[src/rtl/washer_pkg.sv]
package washer_pkg;

    localparam int N_PHASE = 5;

    localparam int PH_FILL  = 0;
    localparam int PH_RINSE = 1;
    localparam int PH_DRAIN = 2;
    localparam int PH_DRY   = 3;
    localparam int PH_IDLE  = 4;

    typedef logic [N_PHASE-1:0] phase_vec_t;

    localparam phase_vec_t IDLE_OH = phase_vec_t'(1) << PH_IDLE;
    localparam phase_vec_t FILL_OH = phase_vec_t'(1) << PH_FILL;

    typedef struct packed {
        phase_vec_t phase;
    } ring_state_t;

endpackage

[src/rtl/seq_sync.sv]
module seq_sync #(
    parameter int STAGES  = 2,
    parameter bit CLR_EN  = 1'b0,
    parameter bit CLR_VAL = 1'b0
) (
    input  logic clk,
    input  logic clr_n,
    input  logic d,
    output logic q
);

    typedef struct packed {
        logic [STAGES-1:0] chain;
    } sync_t;

    sync_t sync_d, sync_q;

    always_comb begin
        sync_d = sync_q;
        sync_d.chain = (sync_q.chain << 1) | STAGES'(d);
        if (CLR_EN && !clr_n) begin
            sync_d.chain = {STAGES{CLR_VAL}};
        end
    end

    always_ff @(posedge clk) begin
        sync_q <= sync_d;
    end

    assign q = sync_q.chain[STAGES-1];

endmodule

[src/rtl/seq_ring.sv]
module seq_ring
    import washer_pkg::*;
(
    input  logic       clk,
    input  logic       srst_n,
    input  logic       go,
    input  logic [3:0] step_ok,
    output phase_vec_t phase_oh
);

    ring_state_t ring_d, ring_q;
    phase_vec_t  adv;

    assign adv = {go, step_ok};

    always_comb begin
        ring_d = ring_q;
        for (int i = 0; i < N_PHASE; i++) begin
            ring_d.phase[i] = (ring_q.phase[i] & ~adv[i])
                            | (ring_q.phase[(i + N_PHASE - 1) % N_PHASE]
                               & adv[(i + N_PHASE - 1) % N_PHASE]);
        end
        if (!srst_n) begin
            ring_d.phase = IDLE_OH;
        end
    end

    always_ff @(posedge clk) begin
        ring_q <= ring_d;
    end

    assign phase_oh = ring_q.phase;

    // one phase only, every cycle out of reset
    p_onehot_r2: assert property (@(posedge clk) disable iff (!srst_n)
        $onehot(ring_q.phase));

    // fill ignores every input but its own completion
    p_fill_hold_r6: assert property (@(posedge clk) disable iff (!srst_n)
        (ring_q.phase[PH_FILL] && !step_ok[PH_FILL]) |=> ring_q.phase[PH_FILL]);

    // dry completes back to idle
    p_dry_done_r5: assert property (@(posedge clk) disable iff (!srst_n)
        (ring_q.phase[PH_DRY] && step_ok[PH_DRY]) |=> ring_q.phase[PH_IDLE]);

    // drain advances to dry
    p_drain_next_r5: assert property (@(posedge clk) disable iff (!srst_n)
        (ring_q.phase[PH_DRAIN] && step_ok[PH_DRAIN]) |=> ring_q.phase[PH_DRY]);

endmodule

[src/rtl/wash_seq_ctrl.sv]
module wash_seq_ctrl
    import washer_pkg::*;
#(
    parameter int RST_STAGES   = 2,
    parameter int START_STAGES = 2
) (
    input  logic       clk,
    input  logic       rst_raw_n,
    input  logic       start_req,
    input  logic       fill_ok,
    input  logic       rinse_ok,
    input  logic       drain_ok,
    input  logic       dry_ok,
    output logic [4:0] phase_oh
);

    logic srst_n;
    logic start_s;
    phase_vec_t ring_phase;

    seq_sync #(
        .STAGES (RST_STAGES),
        .CLR_EN (1'b0),
        .CLR_VAL(1'b0)
    ) u_rst_sync (
        .clk  (clk),
        .clr_n(1'b1),
        .d    (rst_raw_n),
        .q    (srst_n)
    );

    seq_sync #(
        .STAGES (START_STAGES),
        .CLR_EN (1'b1),
        .CLR_VAL(1'b0)
    ) u_start_sync (
        .clk  (clk),
        .clr_n(srst_n),
        .d    (start_req),
        .q    (start_s)
    );

    seq_ring u_ring (
        .clk     (clk),
        .srst_n  (srst_n),
        .go      (start_s),
        .step_ok ({dry_ok, drain_ok, rinse_ok, fill_ok}),
        .phase_oh(ring_phase)
    );

    assign phase_oh = ring_phase;

    // synchronized reset lands the ring in idle on the next edge
    p_rst_idle_r1: assert property (@(posedge clk)
        !srst_n |=> (phase_oh == IDLE_OH));

    // synchronized start leaves idle for fill
    p_start_go_r4: assert property (@(posedge clk) disable iff (!srst_n)
        (phase_oh == IDLE_OH && start_s) |=> (phase_oh == FILL_OH));

    // idle holds without start
    p_start_wait_r4: assert property (@(posedge clk) disable iff (!srst_n)
        (phase_oh == IDLE_OH && !start_s) |=> (phase_oh == IDLE_OH));

endmodule

[config.mk]
export PLATFORM = sky130hd
export DESIGN_NAME = wash_seq_ctrl
export DESIGN_NICKNAME = d
export VERILOG_FILES = /design/src/rtl/washer_pkg.sv /design/src/rtl/seq_sync.sv /design/src/rtl/seq_ring.sv /design/src/rtl/wash_seq_ctrl.sv
export SDC_FILE = /design/constraint.sdc
export NUM_CORES = 1
export LEC_CHECK = 0
export ABC_AREA = 1
export BUFFER_PORTS_ARGS = -buffer_cell sky130_fd_sc_hd__buf_2
export CELL_PAD_IN_SITES_DETAIL_PLACEMENT = 1
export CELL_PAD_IN_SITES_GLOBAL_PLACEMENT = 2
export CORE_AREA = 2 2 39 41
export CTS_BUF_LIST = sky130_fd_sc_hd__clkbuf_8
export DETAILED_ROUTE_END_ITERATION = 6
export DIE_AREA = 0 0 41 43
export HOLD_SLACK_MARGIN = 0.06
export PLACE_DENSITY = 0.7
export SETUP_SLACK_MARGIN = 0.2
export SLEW_MARGIN = 20
export SYNTH_ARGS = -nofsm -noshare
export SYNTH_HDL_FRONTEND = slang
export SYNTH_SLANG_ARGS = --single-unit
[constraint.sdc]
create_clock -name clk -period 1.42 [get_ports clk]
set_input_delay 0.071 -clock clk [delete_from_list [all_inputs] [get_ports clk]]
set_output_delay 0.071 -clock clk [all_outputs]
set_load 0.01 [all_outputs]
==> results of run 1 <==
layout make-up:
cell class              count  area, sq um  area share
repair buffers             13         75.1       0.172
inverters                   8         30.0      0.0690
multi-input cells          17         85.1       0.195
clock inverters             1         3.75     0.00862
well taps                  16         20.0      0.0460
flip-flops and latches      9          180       0.414
clock buffers               3         41.3      0.0948
flip-flops by register name, summed over array words and instances (netlist names):
name,count
u_ring.phase_oh,5
u_rst_sync.sync_q,2
u_start_sync.sync_q,2
per-stage QoR:
step	hold WS (ps)	setup WS [ps]	instance area, sq um	util	std cells
5_1_grt	92.7	600	435	0.315	67
4_1_cts	92.1	627	435	0.315	67
6_report	86.7	641	435	0.315	67
3_3_place_gp	174	810	370	0.268	61
2_1_floorplan	98.7	792	295	-	34
3_5_place_dp	175	798	370	0.268	61
cells in the mapped netlist, drive strengths merged:
master,instances
a21oi,4
dfxtp,9
inv,8
nand2,12
nand3,1
worst max path at each step:
| stage | startpoint | slack (ps) | end |
|---|---|---|---|
| detailed placement | u_rst_sync.sync_q[1] | 800 | u_ring.phase_oh[3] |
| global placement | u_ring.phase_oh[2] | 810 | u_ring.phase_oh[3] |
| CTS | u_ring.phase_oh[2] | 630 | phase_oh[2] |
| finish | u_ring.phase_oh[2] | 640 | phase_oh[2] |
| floorplan | u_ring.phase_oh[4] | 790 | u_ring.phase_oh[0] |
| global route | u_ring.phase_oh[2] | 600 | phase_oh[2] |
power breakdown:
group          total, mW  internal (mW)  switching (mW)
Sequential         0.268          0.263         0.00475
Combinational     0.0310         0.0164          0.0145
Clock              0.283          0.188          0.0951
cell families (layout without fill, tap and decap cells):
kind of cell / count (synthesis) / in the layout / share of synthesized area
AND/OR/NAND/NOR: 13 / 13 / 0.169
buffers and inverters: 8 / 25 / 0.102
AO/OA/AOI/OAI: 4 / 4 / 0.119
flip-flops: 9 / 9 / 0.610
routing by layer:
layer,track usage,wire (microns),vias to the layer above
met3,0.0628,59,0
met5,0,0,-
met4,0.0800,0,0
met1,0.0721,216,113
li1,-,-,132
met2,0.0969,243,10
cells in the final DEF (no fill, tap or decap):
| master | n |
|---|---|
| sky130_fd_sc_hd__buf_2 | 11 |
| sky130_fd_sc_hd__inv_2 | 1 |
| sky130_fd_sc_hd__dfxtp_1 | 9 |
| sky130_fd_sc_hd__inv_1 | 8 |
| sky130_fd_sc_hd__clkbuf_8 | 3 |
| sky130_fd_sc_hd__nand3_1 | 1 |
| sky130_fd_sc_hd__a21oi_2 | 4 |
| sky130_fd_sc_hd__dlygate4sd3_1 | 2 |
| sky130_fd_sc_hd__nand2_1 | 12 |
worst register-to-register path: cells and delay by family, from the launching register on:
family,cells,cell delay [ps]
DFF,1,370
buffers and inverters,1,90
AOI/OAI and AO/OA,1,100
==> qor.txt, run 1 <==
Pin slew with the least headroom to its limit -> 139 ps
Achievable clock frequency -> 1.28 GHz
Cells traversed along the worst timing path -> buf_2
TritonCTS buffer count -> 3
Minimum setup slack among reg-to-reg paths -> 800 ps
Synth area leaders -> sky130_fd_sc_hd__dfxtp_1 (61%), sky130_fd_sc_hd__nand2_1 (15%), sky130_fd_sc_hd__a21oi_2 (12%)
Hpwl dp -> 394 microns
Std-Cell Core Area -> 1380 sq um
Critical path depth in cells -> 1
Crit path buf inv count -> 1
Layout Area Growth over Synthesis -> 47.5%
TritonCTS clock tree -> done
Routed wire length per instance -> 7.75 microns
Global-route usage over all layers -> 0.0778
Largest net degree at the start of global routing -> 6
Synthesized instance count -> 34
Initial core utilization -> 0.213
Power Total -> 0.581 mW
Net count of the finished layout -> 59
Headroom to the max-slew limit -> 0.907
Class of the tightest hold or removal check -> in2reg
Pwr dens -> 1340 nW/um^2
Floorplan die width -> 41 microns
Total negative slack -> 0 ps
Number of input and output port buffers inserted -> 11
Clock transition time at the flip-flop clock pins of the worst setup and hold paths -> 40 ps
Number of maximum-capacitance constraint violations -> 0
RD Place Congestion -> 0.630
Setup CP Type -> reg2out
Hold-fix buffers, CTS -> 2
Cell at the root of the clock tree -> sky130_fd_sc_hd__clkbuf_8
Top-area cell type share of the netlist area -> 0.610
Hold-critical path endpoint -> u_ring.phase_oh[4]
Clock latency on the worst-skew pair -> 230 ps
Final setup violation count -> 0
Row count -> 14
Critical-path cell with the highest stage delay -> sky130_fd_sc_hd__dfxtp_1
Critical path fanouts, max -> 3
Hold Path Stages -> 3
Post_cts resized -> 0
Number of filler cells placed in the layout -> 176
Share of post-route cells with drive strength above 1 -> 0.373
Startpoint of the worst register-to-register path -> u_rst_sync.sync_q[1]
Setup repair after global routing missed its margin -> false
Overall routed net length -> 519 microns
Worst r2r path cells -> 2
Syn_area_per_cell -> 8.68 sq um
Post-synthesis sequential area ratio -> 0.610
Kind of launch point of the worst setup path -> register
DRC marker count from the first detailed-route iteration -> 0
Post-synthesis register bit count -> 9
Data arrival time of the critical path -> 710 ps
Post-Syn Nets -> 41
Number of vias after detailed routing -> 255
Synth warnings -> 0
Netlist area before placement -> 295 sq um
Longest individual stage delay on the worst path -> 340 ps
Clock tree skew after final layout -> 0.950 ps
Post-CTS setup buffer count -> 0
GRT overflow -> 0
Clk sinks -> 9
Final max-slew violation count -> 0
Total leakage power -> 0.221 nW
Vertical die dimension -> 43 microns
Antenna violations before repair -> 0
Outcome -> finished clean
Clock H-tree levels -> 1
Post-detailed-route DRC marker count -> 0
Time the worst path needs with I/O delays and setup -> 779 ps
Post-detailed-route via-to-cell ratio -> 3.81
Maximum VDD drop -> 0.489 mV
Capturing element type of the critical path -> primary output
Cell type with the highest aggregate area in the netlist -> sky130_fd_sc_hd__dfxtp_1
Post-synthesis cell type count -> 6
Buffer depth of the longest clock path -> 2
Global-route wire length before repair -> 807 microns
Critical Path RT -> 1350 ps
Family with the most delay on the worst path -> flip-flops
Number of global-route vias before repair -> 221
Router iterations before antenna repair -> 1
Die Area -> 1760 sq um
Hold Startpoint -> dry_ok
I/O pin count -> 12
Ratio of final minimum period to clock period -> 0.548
Detail Route Antenna Nets -> 0
Antenna diode count -> 0
Number of hold violations in the final report -> 0
Terminus of the critical flop-to-flop path -> u_ring.phase_oh[3]
No activity file was read; power rests on OpenSTA's default activity.
==> run 2: changes to the inputs <==
Settings changed: ABC_AREA 1 to 0, PLACE_DENSITY 0.7 to 0.65.
Clock period 1.42 ns to 0.8 ns, I/O delays scaled along.
==> run 2 against run 1 <==
- register-to-register slack got worse by 590 ps
- area after synthesis fell by 5.9%
- cell count fell by 13%
- clock-buffer cell count did not move
==> qor.txt, run 2 <==
Capturing element type of the critical path -> primary output
Flop pwr share -> 0.461 (about the same)
Synth area leaders -> sky130_fd_sc_hd__dfxtp_1 (65%), sky130_fd_sc_hd__nand2b_1 (11%), sky130_fd_sc_hd__a21boi_1 (11%)
Longest individual stage delay on the worst path -> 340 ps (about the same)
Global-route usage over all layers -> 0.0848 (+0.00699)
Worst r2r path cells -> 1 (-1)
Data arrival time of the critical path -> 670 ps (-40 ps)
Clock transition time at the flip-flop clock pins of the worst setup and hold paths -> 40 ps (about the same)
Terminus of the critical flop-to-flop path -> u_start_sync.sync_q[1]
Time the worst path needs with I/O delays and setup -> 712 ps
Die Area -> 1760 sq um (unchanged)
Initial core utilization -> 0.201 (-0.0127)
I/O pin count -> 12 (unchanged)
DRC marker count from the first detailed-route iteration -> 1 (+1)
Syn_area_per_cell -> 10.7 sq um (+23%)
Ratio of final minimum period to clock period -> 0.890
Setup CP Type -> reg2out
Achievable clock frequency -> 1.41 GHz
Net count of the finished layout -> 50 (-15%)
Number of filler cells placed in the layout -> 165 (-6.3%)
Headroom to the max-slew limit -> 0.934 (+0.0266)
Router iterations before antenna repair -> 4 (+3)
Hpwl dp -> 392 microns (-0.61%)
Post-detailed-route DRC marker count -> 0 (unchanged)
Internal power -> 0.840 mW (+80%)
Hold Startpoint -> start_req
Final max-slew violation count -> 0 (unchanged)
Number of hold violations in the final report -> 0 (unchanged)
Standard cell area after detailed placement -> 357 sq um (-3.7%)
Post-synthesis sequential area ratio -> 0.649 (+0.0385)
Power Total -> 1.04 mW (+78%)
Routed wire length per instance -> 8.90 microns (+15%)
Clk sinks -> 9 (unchanged)
Comb pwr share -> 0.053 (about the same)
Share of post-route cells with drive strength above 1 -> 0.548 (+0.175)
Post-Syn Nets -> 33 (-20%)
Detail Route Antenna Nets -> 0 (unchanged)
Antenna violations before repair -> 0 (unchanged)
Netlist area before placement -> 278 sq um (-5.9%)
Cells traversed along the worst timing path -> buf_6
Number of cells in the finished layout apart from fillers -> 58 (-13%)
Total leakage power -> 0.194 nW (-12%)
Crit path buf inv count -> 1 (unchanged)
Critical-path cell with the highest stage delay -> sky130_fd_sc_hd__dfxtp_2
Critical path depth in cells -> 1 (unchanged)
Kind of launch point of the worst setup path -> register
Largest net degree at the start of global routing -> 8 (+2)
Number of input and output port buffers inserted -> 11 (unchanged)
Cell at the root of the clock tree -> sky130_fd_sc_hd__clkbuf_8
Fraction of power consumed by the clock network -> 0.486 (about the same)
Hold-fix buffers, CTS -> 1 (-1)
Synth warnings -> 0 (unchanged)
Final setup violation count -> 0 (unchanged)
Gr busiest metal -> met4
Class of the tightest hold or removal check -> in2reg
GRT overflow -> 0 (unchanged)
Met1 usage in global routing -> 0.0719 (-0.000236)
Termination of the worst setup path -> phase_oh[2]
Synthesized instance count -> 26 (-24%)
Family with the most delay on the worst path -> flip-flops
Critical path fanouts, max -> 3 (unchanged)
Main flop type after synthesis -> sky130_fd_sc_hd__dfxtp_1
TritonCTS clock tree -> done
Number of synthesized flops with an enable pin -> 0 (unchanged)
Pin slew with the least headroom to its limit -> 99.2 ps (-39.9 ps)
Commonest cells after routing, fill and taps aside -> sky130_fd_sc_hd__buf_2 (6), sky130_fd_sc_hd__dfxtp_2 (6), sky130_fd_sc_hd__nand2b_1 (5), sky130_fd_sc_hd__nand2_1 (5), sky130_fd_sc_hd__buf_6 (5)
RD Place Congestion -> 0.607 (-3.8%)
Layout Area Growth over Synthesis -> 64.0%
Post-synthesis register bit count -> 9 (unchanged)
Post-layout worst setup margin -> 88.3 ps (-553 ps)
Most common cell in the synthesized netlist -> sky130_fd_sc_hd__dfxtp_1
Cell type with the highest aggregate area in the netlist -> sky130_fd_sc_hd__dfxtp_1
Minimum setup slack among reg-to-reg paths -> 210 ps (-590 ps)
Layout Cell Area excl Fill -> 455 sq um (+4.6%)
Outcome -> finished clean
Buffer depth of the longest clock path -> 2 (unchanged)
Row count -> 14 (unchanged)
Post-Place Setup Slack -> 130 ps (-668 ps)
Multi-input combinational cell area -> 103 sq um (+21%)
Fraction of met3 tracks used by global routing -> 0.0314 (-0.0314)
Global-route wire length before repair -> 897 microns (+11%)
Synth async-reset ratio -> 0 (unchanged)
Startpoint of the worst register-to-register path -> u_rst_sync.sync_q[1]
Antenna diode count -> 0 (unchanged)
Number of maximum-capacitance constraint violations -> 0 (unchanged)
Post-detailed-route via-to-cell ratio -> 4.02 (+5.6%)
Floorplan die width -> 41 microns (unchanged)
Number of vias after detailed routing -> 233 (-8.6%)
Clock latency on the worst-skew pair -> 230 ps (about the same)
Setup repair after global routing missed its margin -> true
Number of global-route vias before repair -> 240 (+8.6%)
Top-area cell type share of the netlist area -> 0.649 (+0.0385)
Pwr dens -> 2280 nW/um^2 (+71%)
TritonCTS buffer count -> 3 (unchanged)
Critical Path RT -> 760 ps (-590 ps)
Post-synthesis cell type count -> 6 (unchanged)
Std-Cell Core Area -> 1380 sq um (unchanged)
Overall routed net length -> 516 microns (-0.58%)
Area taken by flip-flops and latches -> 191 sq um (+6.3%)
Clock H-tree levels -> 1 (unchanged)
Total negative slack -> 0 ps (unchanged)
Switching power as a share of total power -> 0.191 (-0.00606)
Maximum VDD drop -> 1.01 mV (+110%)
Clock tree skew after final layout -> 2.24 ps (+1.29 ps)
Vertical die dimension -> 43 microns (unchanged)
Setup crit start -> u_ring.phase_oh[2]
Global-route met2 utilization -> 0.119 (+0.0219)
Most frequent cells after synthesis -> sky130_fd_sc_hd__dfxtp_1 (9), sky130_fd_sc_hd__nand2_1 (5), sky130_fd_sc_hd__nand2b_1 (5)
Flip-flop count of the largest register after layout -> 5 (unchanged)
P_sw -> 0.198 mW (+73%)
Number of cells in the design after placement -> 53 (-13%)
==> run 2: cells by family (layout without fill, tap and decap cells) <==
logic type,after synthesis,count (layout),share of synthesized area
AND/OR/NAND/NOR,13,13,0.243
flip-flops,9,9,0.649
buffers and inverters,0,16,0
AO/OA/AOI/OAI,4,4,0.108
==> run 2: what timing repair did <==
action | CTS | global route
gates cloned | 0 | 0
hold endpoints to repair | 4 | 2
endpoints found under the setup margin | 12 | 12
pin swaps | 1 | 1
gates resized for setup | 10 | 2
buffers inserted | 0 | 0
==> run 2: power groups by stage <==
stage	clock network, mW	logic (mW)	registers (mW)
6_report	0.504	0.0545	0.479
5_1_grt	0.554	0.0602	0.481
4_1_cts	0.524	0.0518	0.479
3_5_place_dp	0	0.0415	0.487
3_3_place_gp	0	0.0413	0.484
2_1_floorplan	0	0.0155	0.486
==> run 2: worst min-delay path by stage <==
stage | endpoint | slack, ps | cells after the start
2_1_floorplan | u_rst_sync.sync_q[0] | 70 | 0
3_3_place_gp | u_rst_sync.sync_q[0] | 140 | 1
3_5_place_dp | u_rst_sync.sync_q[0] | 140 | 1
4_1_cts | u_start_sync.sync_q[0] | 20 | 2
5_1_grt | u_start_sync.sync_q[0] | 40 | 2
6_report | u_start_sync.sync_q[0] | 30 | 2
==> run 2: metrics by stage <==
stage	util	hold WS [ps]
after global placement	0.258	144
final	0.329	32.7
after CTS	0.325	20.5
after floorplan	-	67.7
after detailed placement	0.258	144
after global routing	0.329	36.5
==> run 2: cell type report <==
cell class	instances	area share
Sequential cell	9	0.420
Multi-Input combinational cell	17	0.225
Timing Repair Buffer	12	0.212
Clock buffer	3	0.0907
Tap cell	16	0.0440
Clock inverter	1	0.00824
==> run 2: layer usage <==
metal  vias to the layer above  share of wire
met4                         0          0.048
met5                         -              0
met3                         4          0.078
met1                       106           0.37
met2                         9           0.50
li1                        114              -
==> run 3: changes to the inputs <==
Settings changed: CELL_PAD_IN_SITES_DETAIL_PLACEMENT 1 to 0, CELL_PAD_IN_SITES_GLOBAL_PLACEMENT 2 to 1, PLACE_DENSITY 0.65 to 0.55.
==> run 3 against run 2 <==
- cell count increased by 1.7%
- wire length decreased by 3.1%
- register-to-register slack got worse by 70 ps
- first-iteration DRC count decreased by 100%
- clock skew increased by 1.1 ps
- clock power about the same
- combinational power increased by 2%
- power decreased by 0.18%
- final area increased by 2.5%
- die area unchanged
- setup slack improved by 4.0 ps
- critical path type unchanged
- highest routed layer is now met3
==> qor.txt, run 3 (synthesis gave the netlist of run 2 again) <==
GRT overflow -> 0 (unchanged)
Number of vias after detailed routing -> 222 (-4.7%)
Outcome -> finished clean
Critical-path cell with the highest stage delay -> sky130_fd_sc_hd__dfxtp_2
Clk sinks -> 9 (unchanged)
TritonCTS clock tree -> done
Cells traversed along the worst timing path -> buf_6
Overall routed net length -> 500 microns (-3.1%)
Capturing element type of the critical path -> primary output
Global-route usage over all layers -> 0.0779 (-0.00683)
Critical path fanouts, max -> 3 (unchanged)
Buffer depth of the longest clock path -> 2 (unchanged)
Standard cell area after detailed placement -> 357 sq um (unchanged)
Pwr dens -> 2220 nW/um^2 (-2.6%)
RD Place Congestion -> 0.634 (+4.6%)
Routed wire length per instance -> 8.47 microns (-4.7%)
Number of input and output port buffers inserted -> 11 (unchanged)
Final setup violation count -> 0 (unchanged)
Number of cells in the design after placement -> 53 (unchanged)
Commonest cells after routing, fill and taps aside -> sky130_fd_sc_hd__buf_2 (6), sky130_fd_sc_hd__buf_6 (6), sky130_fd_sc_hd__dfxtp_2 (6), sky130_fd_sc_hd__nand2b_1 (5)
Time the worst path needs with I/O delays and setup -> 708 ps (-4.02 ps)
Largest net degree at the start of global routing -> 8 (unchanged)
Number of maximum-capacitance constraint violations -> 0 (unchanged)
Class of the tightest hold or removal check -> in2reg
Power Total -> 1.04 mW (-0.18%)
Number of cells in the finished layout apart from fillers -> 59 (+1.7%)
Layout Area Growth over Synthesis -> 68.0%
Hpwl dp -> 386 microns (-1.6%)
Antenna diode count -> 0 (unchanged)
Setup repair after global routing missed its margin -> true
Hold slack -> 17.0 ps (-15.7 ps)
Gr busiest metal -> met2
Achievable clock frequency -> 1.41 GHz (+0.57%)
Layout Cell Area excl Fill -> 467 sq um (+2.5%)
Global-route met2 utilization -> 0.0969 (-0.0219)
Headroom to the max-slew limit -> 0.932 (-0.00195)
Longest individual stage delay on the worst path -> 320 ps (-20 ps)
Cell at the root of the clock tree -> sky130_fd_sc_hd__clkbuf_8
Data arrival time of the critical path -> 670 ps (about the same)
Crit path buf inv count -> 1 (unchanged)
Post-detailed-route via-to-cell ratio -> 3.76 (-6.3%)
Number of global-route vias before repair -> 205 (-15%)
Std-Cell Core Area -> 1380 sq um (unchanged)
Total negative slack -> 0 ps (unchanged)
Initial core utilization -> 0.201 (unchanged)
Detail Route Antenna Nets -> 0 (unchanged)
Total leakage power -> 0.199 nW (+2.6%)
Ratio of final minimum period to clock period -> 0.885 (-0.00503)
Family with the most delay on the worst path -> flip-flops
I/O pin count -> 12 (unchanged)
Clock latency on the worst-skew pair -> 230 ps (about the same)
Clock transition time at the flip-flop clock pins of the worst setup and hold paths -> 40 ps (about the same)
Final max-slew violation count -> 0 (unchanged)
Global-route wire length before repair -> 821 microns (-8.5%)
Die Area -> 1760 sq um (unchanged)
DRC marker count from the first detailed-route iteration -> 0 (-1)
Row count -> 14 (unchanged)
Router iterations before antenna repair -> 1 (-3)
Pin slew with the least headroom to its limit -> 102 ps (+2.92 ps)
Hold-fix buffers, CTS -> 1 (unchanged)
TritonCTS buffer count -> 3 (unchanged)
Met1 usage in global routing -> 0.0825 (+0.0106)
Clock H-tree levels -> 1 (unchanged)
Share of post-route cells with drive strength above 1 -> 0.558 (+0.0105)
Critical Path RT -> 760 ps (about the same)
Antenna violations before repair -> 0 (unchanged)
Fraction of met3 tracks used by global routing -> 0.0942 (+0.0628)
Vertical die dimension -> 43 microns (unchanged)
Maximum VDD drop -> 1.40 mV (+38%)
Number of hold violations in the final report -> 0 (unchanged)
Flip-flop count of the largest register after layout -> 5 (unchanged)
Post-detailed-route DRC marker count -> 0 (unchanged)
Clock tree skew after final layout -> 3.32 ps (+1.08 ps)
Floorplan die width -> 41 microns (unchanged)
Kind of launch point of the worst setup path -> register
Setup CP Type -> reg2out
Net count of the finished layout -> 51 (+2.0%)
## run 3: cell count changes in the layout (fill, tap and decap cells not counted)
cell                      change
sky130_fd_sc_hd__and2_1       +1
sky130_fd_sc_hd__and2_4       -1
sky130_fd_sc_hd__buf_6        +1
sky130_fd_sc_hd__nand2_1      -1
sky130_fd_sc_hd__nand2_2      +1
## run 3: path summary, 6_finish.rpt
path	startpoint	end	slack [ps]	cells after the start
worst max-delay path	u_ring.phase_oh[3]	phase_oh[3]	90	1
worst min-delay path	start_req	u_start_sync.sync_q[0]	20	2
worst max register to register	u_ring.phase_oh[1]	u_ring.phase_oh[1]	140	3
worst min register to register	u_rst_sync.sync_q[0]	u_rst_sync.sync_q[1]	320	0
## run 3: layout make-up
type / count / area [sq um]
clock inverters: 1 / 3.75
flip-flops and latches: 9 / 191
well taps: 16 / 20.0
multi-input cells: 17 / 103
repair buffers: 13 / 108
fillers: 145 / 917
clock buffers: 3 / 41.3
## run 3: timing repair
action	CTS	global route
endpoints found under the setup margin	12	11
hold endpoints to repair	4	1
pin swaps	0	1
buffers inserted	1	0
gates resized for setup	11	2
## run 3: stage by stage
step | utilization | setup WS, ps
2_1_floorplan | - | 198
3_3_place_gp | 0.258 | 178
3_5_place_dp | 0.258 | 164
4_1_cts | 0.334 | 82.8
5_1_grt | 0.337 | 55.5
6_report | 0.337 | 92.4
## run 3: where the power goes
group | total (mW) | internal, mW | switching (mW) | leakage (nW)
Clock | 0.502 | 0.333 | 0.169 | 0.0269
Sequential | 0.478 | 0.467 | 0.0112 | 0.0763
Combinational | 0.0555 | 0.0392 | 0.0163 | 0.0953
## run 3: metal layers
layer | routed length (microns) | up-vias
met5 | 0 | -
met4 | 0 | 0
met3 | 68 | 0
met2 | 238 | 10
met1 | 193 | 96
li1 | - | 116
